File: config.mk
export PLATFORM = sky130hd
export DESIGN_NAME = rstcause_vmon
export DESIGN_NICKNAME = d
export VERILOG_FILES = /design/src/rtl/rcv_pkg.sv /design/src/rtl/rcv_decode.sv /design/src/rtl/rcv_flags.sv /design/src/rtl/rcv_monitor.sv /design/src/rtl/rstcause_vmon.sv
export SDC_FILE = /design/constraint.sdc
export NUM_CORES = 1
export LEC_CHECK = 0
export BUFFER_PORTS_ARGS = -buffer_cell sky130_fd_sc_hd__buf_2
export CAP_MARGIN = 40
export CELL_PAD_IN_SITES_DETAIL_PLACEMENT = 1
export CELL_PAD_IN_SITES_GLOBAL_PLACEMENT = 1
export CORE_ASPECT_RATIO = 0.75
export CORE_MARGIN = 2
export CORE_UTILIZATION = 29
export CTS_CLUSTER_SIZE = 14
export DETAILED_ROUTE_END_ITERATION = 10
export PLACE_DENSITY = 0.86
export SYNTH_ARGS = -nofsm -noshare
export SYNTH_HDL_FRONTEND = slang
export SYNTH_SLANG_ARGS = --single-unit
File: constraint.sdc
create_clock -name clk -period 1.3 [get_ports clk]
set_input_delay 0.13 -clock clk [delete_from_list [all_inputs] [get_ports clk]]
set_output_delay 0.13 -clock clk [all_outputs]
set_load 0.05 [all_outputs]
File: src/rtl/rcv_pkg.sv
package rcv_pkg;
  localparam int DW = 8;
  localparam int LW = 3;

  localparam int FB_POR = 0;
  localparam int FB_EXT = 1;
  localparam int FB_WDT = 3;
  localparam int CB_IE  = 4;
  localparam int CB_VF  = 5;

  localparam logic [LW-1:0] LVL_OFF   = 3'd0;
  localparam logic [LW-1:0] LVL_RESET = 3'd1;
  localparam logic [LW-1:0] LVL_MAX   = 3'd4;

  function automatic logic lvl_legal(input logic [LW-1:0] c);
    return c <= LVL_MAX;
  endfunction

  function automatic logic lvl_forces_reset(input logic [LW-1:0] c);
    return c == LVL_RESET;
  endfunction

  function automatic logic lvl_sets_flag(input logic [LW-1:0] c);
    return (c > LVL_RESET) && (c <= LVL_MAX);
  endfunction

  function automatic logic [DW-1:0] pack_flags(input logic porf, input logic extrf,
                                               input logic wdrf);
    logic [DW-1:0] b;
    b = '0;
    b[FB_POR] = porf;
    b[FB_EXT] = extrf;
    b[FB_WDT] = wdrf;
    return b;
  endfunction

  function automatic logic [DW-1:0] pack_ctrl(input logic [LW-1:0] code, input logic ie,
                                              input logic vf);
    logic [DW-1:0] b;
    b = '0;
    b[LW-1:0] = code;
    b[CB_IE]  = ie;
    b[CB_VF]  = vf;
    return b;
  endfunction
endpackage

File: src/rtl/rcv_decode.sv
module rcv_decode
  import rcv_pkg::*;
#(
  parameter int ADDR_W = 6,
  parameter logic [ADDR_W-1:0] FLAG_ADDR = 6'h3B,
  parameter logic [ADDR_W-1:0] CTRL_ADDR = 6'h3A
) (
  input  logic [ADDR_W-1:0] addr,
  input  logic              wr,
  input  logic [DW-1:0]     flag_byte,
  input  logic [DW-1:0]     ctrl_byte,
  output logic              flag_wr,
  output logic              ctrl_wr,
  output logic [DW-1:0]     rdata
);
  logic flag_sel, ctrl_sel;

  assign flag_sel = (addr == FLAG_ADDR);
  assign ctrl_sel = (addr == CTRL_ADDR);
  assign flag_wr  = wr & flag_sel;
  assign ctrl_wr  = wr & ctrl_sel;

  always_comb begin
    rdata = '0;
    if (flag_sel)      rdata = flag_byte;
    else if (ctrl_sel) rdata = ctrl_byte;
  end
endmodule

File: src/rtl/rcv_flags.sv
module rcv_flags
  import rcv_pkg::*;
(
  input  logic clk,
  input  logic rst_n,
  input  logic por_evt,
  input  logic ext_evt,
  input  logic wdt_evt,
  input  logic wr,
  input  logic keep_por,
  input  logic keep_ext,
  input  logic keep_wdt,
  output logic porf,
  output logic extrf,
  output logic wdrf
);
  localparam int NSEC = 2;

  logic            por_set;
  logic [NSEC-1:0] sec_set;
  logic [NSEC-1:0] sec_keep;
  logic [NSEC-1:0] sec_q;

  assign por_set  = por_evt;
  assign sec_set  = {wdt_evt & ~por_evt, ext_evt & ~por_evt};
  assign sec_keep = {keep_wdt, keep_ext};

  always_ff @(posedge clk or negedge rst_n) begin
    if (!rst_n)       porf <= 1'b0;
    else if (por_set) porf <= 1'b1;
    else if (wr)      porf <= porf & keep_por;
  end

  for (genvar gi = 0; gi < NSEC; gi++) begin : g_sec
    logic q;
    always_ff @(posedge clk or negedge rst_n) begin
      if (!rst_n)            q <= 1'b0;
      else if (por_evt)      q <= 1'b0;
      else if (sec_set[gi])  q <= 1'b1;
      else if (wr)           q <= q & sec_keep[gi];
    end
    assign sec_q[gi] = q;
  end

  assign extrf = sec_q[0];
  assign wdrf  = sec_q[1];

  p_por_sets_r2: assert property (@(posedge clk) disable iff (!rst_n)
    por_evt |=> (porf && !extrf && !wdrf));
  p_ext_sets_r3: assert property (@(posedge clk) disable iff (!rst_n)
    (ext_evt && !por_evt) |=> extrf);
  p_wdt_sets_r3: assert property (@(posedge clk) disable iff (!rst_n)
    (wdt_evt && !por_evt) |=> wdrf);
  p_porf_sticky_r4: assert property (@(posedge clk) disable iff (!rst_n)
    (porf && !(wr && !keep_por)) |=> porf);
  p_w1_noeffect_r4: assert property (@(posedge clk) disable iff (!rst_n)
    (!extrf && !ext_evt && !por_evt) |=> !extrf);
  p_set_wins_r5: assert property (@(posedge clk) disable iff (!rst_n)
    (wr && !keep_wdt && wdt_evt && !por_evt) |=> wdrf);
endmodule

File: src/rtl/rcv_monitor.sv
module rcv_monitor
  import rcv_pkg::*;
(
  input  logic          clk,
  input  logic          rst_n,
  input  logic          por_evt,
  input  logic          trip,
  input  logic          wr,
  input  logic [LW-1:0] wcode,
  input  logic          wie,
  input  logic          wclr,
  output logic [LW-1:0] code,
  output logic          ie,
  output logic          vflag,
  output logic          irq,
  output logic          por_req
);
  logic code_ok;
  logic trip_flag;
  logic trip_reset;
  logic flag_clr;

  assign code_ok    = lvl_legal(wcode);
  assign trip_flag  = trip & lvl_sets_flag(code);
  assign trip_reset = trip & lvl_forces_reset(code);
  assign flag_clr   = wr & wclr;

  always_ff @(posedge clk or negedge rst_n) begin
    if (!rst_n) begin
      code <= LVL_OFF;
      ie   <= 1'b0;
    end else if (por_evt) begin
      code <= LVL_OFF;
      ie   <= 1'b0;
    end else if (wr) begin
      ie <= wie;
      if (code_ok) code <= wcode;
    end
  end

  always_ff @(posedge clk or negedge rst_n) begin
    if (!rst_n)         vflag <= 1'b0;
    else if (por_evt)   vflag <= 1'b0;
    else if (trip_flag) vflag <= 1'b1;
    else if (flag_clr)  vflag <= 1'b0;
  end

  always_ff @(posedge clk or negedge rst_n) begin
    if (!rst_n)       por_req <= 1'b0;
    else if (por_evt) por_req <= 1'b0;
    else              por_req <= trip_reset;
  end

  assign irq = vflag & ie;

  p_code_legal_r7: assert property (@(posedge clk) disable iff (!rst_n)
    1'b1 |=> lvl_legal(code));
  p_illegal_hold_r7: assert property (@(posedge clk) disable iff (!rst_n)
    (wr && !code_ok && !por_evt) |=> (code == $past(code)));
  p_off_ignores_r8: assert property (@(posedge clk) disable iff (!rst_n)
    (code == LVL_OFF && !por_evt && !flag_clr) |=> ($stable(vflag) && !por_req));
  p_reset_req_r9: assert property (@(posedge clk) disable iff (!rst_n)
    (trip && code == LVL_RESET && !por_evt) |=> por_req);
  p_reset_noflag_r9: assert property (@(posedge clk) disable iff (!rst_n)
    (code == LVL_RESET && !vflag) |=> !vflag);
  p_flag_set_r10: assert property (@(posedge clk) disable iff (!rst_n)
    (trip && lvl_sets_flag(code) && !por_evt) |=> vflag);
  p_w1c_r11: assert property (@(posedge clk) disable iff (!rst_n)
    (flag_clr && !trip && !por_evt) |=> !vflag);
  p_por_clear_r12: assert property (@(posedge clk) disable iff (!rst_n)
    por_evt |=> (code == LVL_OFF && !ie && !vflag && !por_req));
endmodule

File: src/rtl/rstcause_vmon.sv
module rstcause_vmon
  import rcv_pkg::*;
#(
  parameter int ADDR_W = 6,
  parameter logic [ADDR_W-1:0] FLAG_ADDR = 6'h3B,
  parameter logic [ADDR_W-1:0] CTRL_ADDR = 6'h3A
) (
  input  logic              clk,
  input  logic              rst_n,
  input  logic              por_evt,
  input  logic              ext_evt,
  input  logic              wdt_evt,
  input  logic              vlm_trip,
  input  logic [ADDR_W-1:0] bus_addr,
  input  logic              bus_wr,
  input  logic [7:0]        bus_wdata,
  output logic [7:0]        bus_rdata,
  output logic [7:0]        rst_flags,
  output logic [2:0]        vlm_level,
  output logic              vlm_flag,
  output logic              vlm_ie,
  output logic              vlm_irq,
  output logic              vlm_por_req
);
  logic          flag_wr, ctrl_wr;
  logic          porf, extrf, wdrf;
  logic [LW-1:0] code;
  logic          ie, vflag;
  logic [DW-1:0] flag_byte, ctrl_byte;

  assign flag_byte = pack_flags(porf, extrf, wdrf);
  assign ctrl_byte = pack_ctrl(code, ie, vflag);

  rcv_decode #(
    .ADDR_W(ADDR_W), .FLAG_ADDR(FLAG_ADDR), .CTRL_ADDR(CTRL_ADDR)
  ) u_decode (
    .addr(bus_addr), .wr(bus_wr), .flag_byte(flag_byte), .ctrl_byte(ctrl_byte),
    .flag_wr(flag_wr), .ctrl_wr(ctrl_wr), .rdata(bus_rdata)
  );

  rcv_flags u_flags (
    .clk(clk), .rst_n(rst_n), .por_evt(por_evt), .ext_evt(ext_evt), .wdt_evt(wdt_evt),
    .wr(flag_wr), .keep_por(bus_wdata[FB_POR]), .keep_ext(bus_wdata[FB_EXT]),
    .keep_wdt(bus_wdata[FB_WDT]), .porf(porf), .extrf(extrf), .wdrf(wdrf)
  );

  rcv_monitor u_monitor (
    .clk(clk), .rst_n(rst_n), .por_evt(por_evt), .trip(vlm_trip), .wr(ctrl_wr),
    .wcode(bus_wdata[LW-1:0]), .wie(bus_wdata[CB_IE]), .wclr(bus_wdata[CB_VF]),
    .code(code), .ie(ie), .vflag(vflag), .irq(vlm_irq), .por_req(vlm_por_req)
  );

  assign rst_flags = flag_byte;
  assign vlm_level = code;
  assign vlm_flag  = vflag;
  assign vlm_ie    = ie;

  p_reserved_zero_r1: assert property (@(posedge clk) disable iff (!rst_n)
    (rst_flags[7:4] == 4'h0) && !rst_flags[2]);
endmodule

* Yosys cells after proc, flatten, opt, wreduce, memory -nomap -nowiden
Cells that the tools add are included.
Word-level totals: latch bits 0, ROM bits 0, word-level logic and storage cells 52, bits in writable memories 0, memories kept 0, flip-flop bits (word level) 9, output and inout bits 23
Cells by class: add/sub/neg operators 0, reductions and logical operators 8, equal/unequal tests 3, $mul 0, magnitude comparators 3, bitwise logic cells 12, shift operators 0, divide/modulo/power cells 0, muxes and demuxes 19
Operators with widths (count):
- 2-to-1 mux 1 bit | 14
- == test 6 bit, second input constant | 2
- AND 1 bit | 11
- 2-to-1 mux 3 bit | 3
- nonzero test 3 bit | 3
- 2-to-1 mux 8 bit | 1
- less-or-equal comparator 3 bit, second input constant | 2
- 2-to-1 mux 6 bit | 1
- nonzero test 2 bit | 3
- == test 3 x 1 -> 1 bit, second input constant | 1
- > comparator 3 x 1 -> 1 bit, second input constant | 1
- AND reduction 2 bit | 1
- logical AND 1 bit | 1
- NOT 1 bit | 1

* Longest topological paths before layout
word-level depth 6, gate-level depth with buffers 4, gate-level depth less buffers 3

* Hierarchy
A second synthesis with hierarchy kept.
Second synthesis, totals: cells, all modules 70, area, all modules 674.4 sq um
Modules (own cells, without submodules):
- rcv_monitor | area each 290.3 sq um, times used 1, cells each 28
- rcv_decode | area each 178.9 sq um, times used 1, cells each 22
- rcv_flags | area each 141.4 sq um, times used 1, cells each 11
- rstcause_vmon | area each 63.8 sq um, times used 1, cells each 9

* Least setup slack after synthesis
OpenSTA, ideal clock, no wires.
path type reg2out, start point reg u_monitor.code[2], end point out bus_rdata[2], cell stages (with the launch flop) 2, path slack -724 ps, data arrival time 1894 ps, path buffers 0, required time 1170 ps, cell sequence dfrtp_1 > nor3b_1
On the way: longest elaborated chain between the ends 2
Ends and longest elaborated chain:
- start: declaration | line rcv_monitor.sv:12 | output logic [LW-1:0] code,
- start signal: assignment | line rcv_monitor.sv:37 | if (code_ok) code <= wcode;
- 2-to-1 mux 6 bit | line rcv_decode.sv:26 | else if (ctrl_sel) rdata = ctrl_byte;
- 2-to-1 mux 8 bit | line rcv_decode.sv:25 | if (flag_sel) rdata = flag_byte;
- end: declaration | line rstcause_vmon.sv:17 | output logic [7:0] bus_rdata,
No other way between the ends.

* Worst setup path after layout
start point reg u_monitor.code[0], end point out bus_rdata[0]
Same word-level chain as after synthesis.

==> flow_metrics.tcl <==
set metrics [dict create \
    status "completed" \
    intPower_w 0.000460 \
    synth-simple-area-share_pct 29.6 \
    crit_type "register to primary output" \
    synth_top_family_by_area "simple AND/OR/NAND/NOR gates" \
    p_clk_share_pct 32.6 \
    final-setup-viol-count 0 \
    syn_inst 70 \
    ys_warn_count 0 \
    worst_path_largest_cell_delay_ns 0.44 \
    grt_overflow 0 \
    drive_gt1_share_pct 55.6 \
    layout_min_cycle_time_ns 1.26 \
    fin_cells 132 \
    synth_area_um2 638 \
    required_ns 1.17 \
    synth_xor_xnor_area_share_pct 0 \
    worstPathArrival_ns 1.13 \
    switchingPower_w 0.000243 \
    dieWidth_um 58.2 \
    power.density_nw_per_um2 742 \
    place.gp.congestion 0.749 \
    drtAntennaViolNets 0 \
    grt_pass1_vias 621 \
    ys_seq_elements 9 \
    cts_num_sinks 9 \
    dieArea_um2 2600 \
    cp_num_buf_inv 1 \
    cp-start-kind "register" \
    cts_root_buf "clkbuf_4" \
    synth.avg_cell_area_um2 9.12 \
    worstMarginPinSlew_ns 0.501 \
    dp_cells 126 \
    slew_headroom_pct 66.1 \
    fmax_mhz 794 \
    swShare_pct 34.6 \
    vias 663 \
    setup_tns_ns 0 \
    drt_iter0_markers 11 \
    setup.worst_path.end_class "primary output" \
    slew_violations 0 \
    leakagePower_nw 0.470 \
    layout_common_cells "29 x buf_2, 9 x buf_4, 7 x nor2_1, 7 x conb_1, 5 x dfrtp_2" \
    holdWs_ns 0.139 \
    diodes 0 \
    post-route-period-util_pct 96.9 \
    rr_worst_depth 4 \
    die_h_um 44.6 \
    ios 44 \
    drt_drc_violations_left 0 \
    pre_cts_ws_ns -0.0760 \
    grt_max_degree 11 \
    cts_buffer_depth 2 \
    dr.pass1.iters 4 \
    start_util_pct 31.1 \
    synth.distinct_cells 29 \
    path_clk_slew_ns 0.07 \
    fin_nets 130 \
    cts_tree "done" \
    hpwlAfterDp_um 1500 \
    synth.area.mux_share_pct 4.71 \
    seqPwrFrac_pct 41.2 \
    layout.cells.most_common "buf_2" \
    antenna_found_initial 0 \
    path_cells "mux2i_4 -> nor2_4 -> clkbuf_4" \
    synth_adder_area_share_pct 0 \
    htreeDepth 1 \
    core_um2 2050 \
    cp_slowest_cell "dfrtp_2" \
    hold_class "input pin to register" \
    synth_compound_area_share_pct 14.5 \
    synthToLayoutAreaGrowth_pct 48.4 \
    cp_max_fo 3 \
    yosysSeqAreaShare_pct 35.3 \
    clk_latency_ns 0.27 \
    p_comb_share_pct 26.2 \
    wl_per_cell_um 14.8 \
    worst_ir_drop_vdd_mv 0.344 \
    grt_first_pass_wirelength_um 2970 \
    setup_slack_ns 0.0398 \
    fin_skew_ns 0.00402 \
    worstSetupPathDepth 3 \
    routed_wl_um 1960 \
    num_rows 14 \
    rsz0062_at_grt "false" \
    port_buffers 34 \
    cpLargestDelayFamily "flip-flops" \
    vias_per_cell 5.02 \
    hold_depth 3 \
    grt_use_total_pct 16.0 \
    cts_buffers 3 \
    cap_viol_max_count 0 \
    hold_violations 0 \
]
## routing by layer
metal / part of all wire, % / wire length (um) / global-route usage [%]
met1: 44 / 863 / 21.0
met2: 47 / 916 / 25.0
met3: 6.6 / 130 / 1.46
met4: 2.5 / 48 / 11.2
met5: 0 / 0 / 0
## cell families after synthesis
family | after synthesis
and+or+nand+nor | 29
muxes | 3
buffers and inverters | 14
other | 1
AOI/OAI and AO/OA | 14
DFF | 9
## state kept, by name, summed over array words and instances, names as in the netlist
name and cells:
u_monitor.code 3, u_flags.extrf 1, u_flags.porf 1, u_flags.wdrf 1
u_monitor.ie 1, u_monitor.por_req 1, u_monitor.vflag 1
## cell usage after synthesis
cell,number,share of area [%]
a211oi_1,2,2.4
a21o_1,2,2.4
a21oi_1,4,3.1
a31oi_1,1,0.98
and2_1,1,0.98
and4_4,1,1.8
and4b_2,1,1.8
buf_4,10,12
buf_6,1,1.8
clkbuf_1,1,0.59
conb_1,1,0.59
dfrtp_1,9,35
inv_1,2,1.2
mux2i_1,3,4.7
nand2_1,3,1.8
nand2b_1,1,0.98
nand3b_4,1,3.1
nand4_1,2,2.0
nand4b_2,1,2.4
nor2_1,10,5.9
nor3_1,1,0.78
nor3b_1,3,3.5
nor4_1,1,0.98
nor4b_1,2,2.7
o21a_1,1,1.2
o21ai_0,1,0.78
o31ai_1,2,2.4
o32ai_1,1,1.4
or3_1,1,0.98
## area by class of cell
cell class                 instances  area [um2]
clock buffer                       4        26.3
fill                             254        1100
inverter                           2        7.51
multi-input combinational         53         422
sequential                         9         231
tap                               24        30.0
timing repair buffer              40         230
## final timing paths
check | from | end | slack [ns]
hold reg to reg | u_monitor.code[2] | u_monitor.por_req | 0.52
setup reg to reg | u_monitor.code[0] | u_monitor.vflag | 0.33
hold / removal | vlm_trip | u_monitor.por_req | 0.14
min in group asynchronous | rst_n | u_monitor.por_req | 0.25
setup / recovery | u_monitor.code[0] | bus_rdata[0] | 0.04
max in group asynchronous | rst_n | u_monitor.code[1] | 0.85
## power groups by stage
stage,sequential (W),combinational [W],clock [W]
floorplan,0.000295,0.000131,0
global placement,0.000293,0.000167,0
detailed placement,0.000294,0.000172,0
CTS,0.000289,0.000181,0.000231
global route,0.000290,0.000196,0.000242
finish,0.000290,0.000184,0.000229
## worst reg2reg max path, cell delays in order, from the launching register on
cell	delay [ns]
dfrtp_2	0.44
buf_4	0.15
nor2_1	0.08
mux2i_1	0.08
o32ai_1	0.12
## repair_timing
action,in CTS,in global routing
hold endpoints to repair,9,0
hold buffers,1,0
setup endpoints to repair,5,3
setup buffers,0,1
gates resized for setup,10,3
## stage by stage
| step | utilization [%] | total power (W) | instance area [um2] |
|---|---|---|---|
| 6_report | 46.2 | 0.000703 | 947 |
| 5_1_grt | 46.2 | 0.000728 | 947 |
| 4_1_cts | 45.2 | 0.000701 | 927 |
| 3_5_place_dp | 41.8 | 0.000466 | 857 |
| 3_3_place_gp | 41.8 | 0.000460 | 857 |
| 2_1_floorplan | - | 0.000426 | 717 |
No activity file was read; power rests on OpenSTA's default activity.
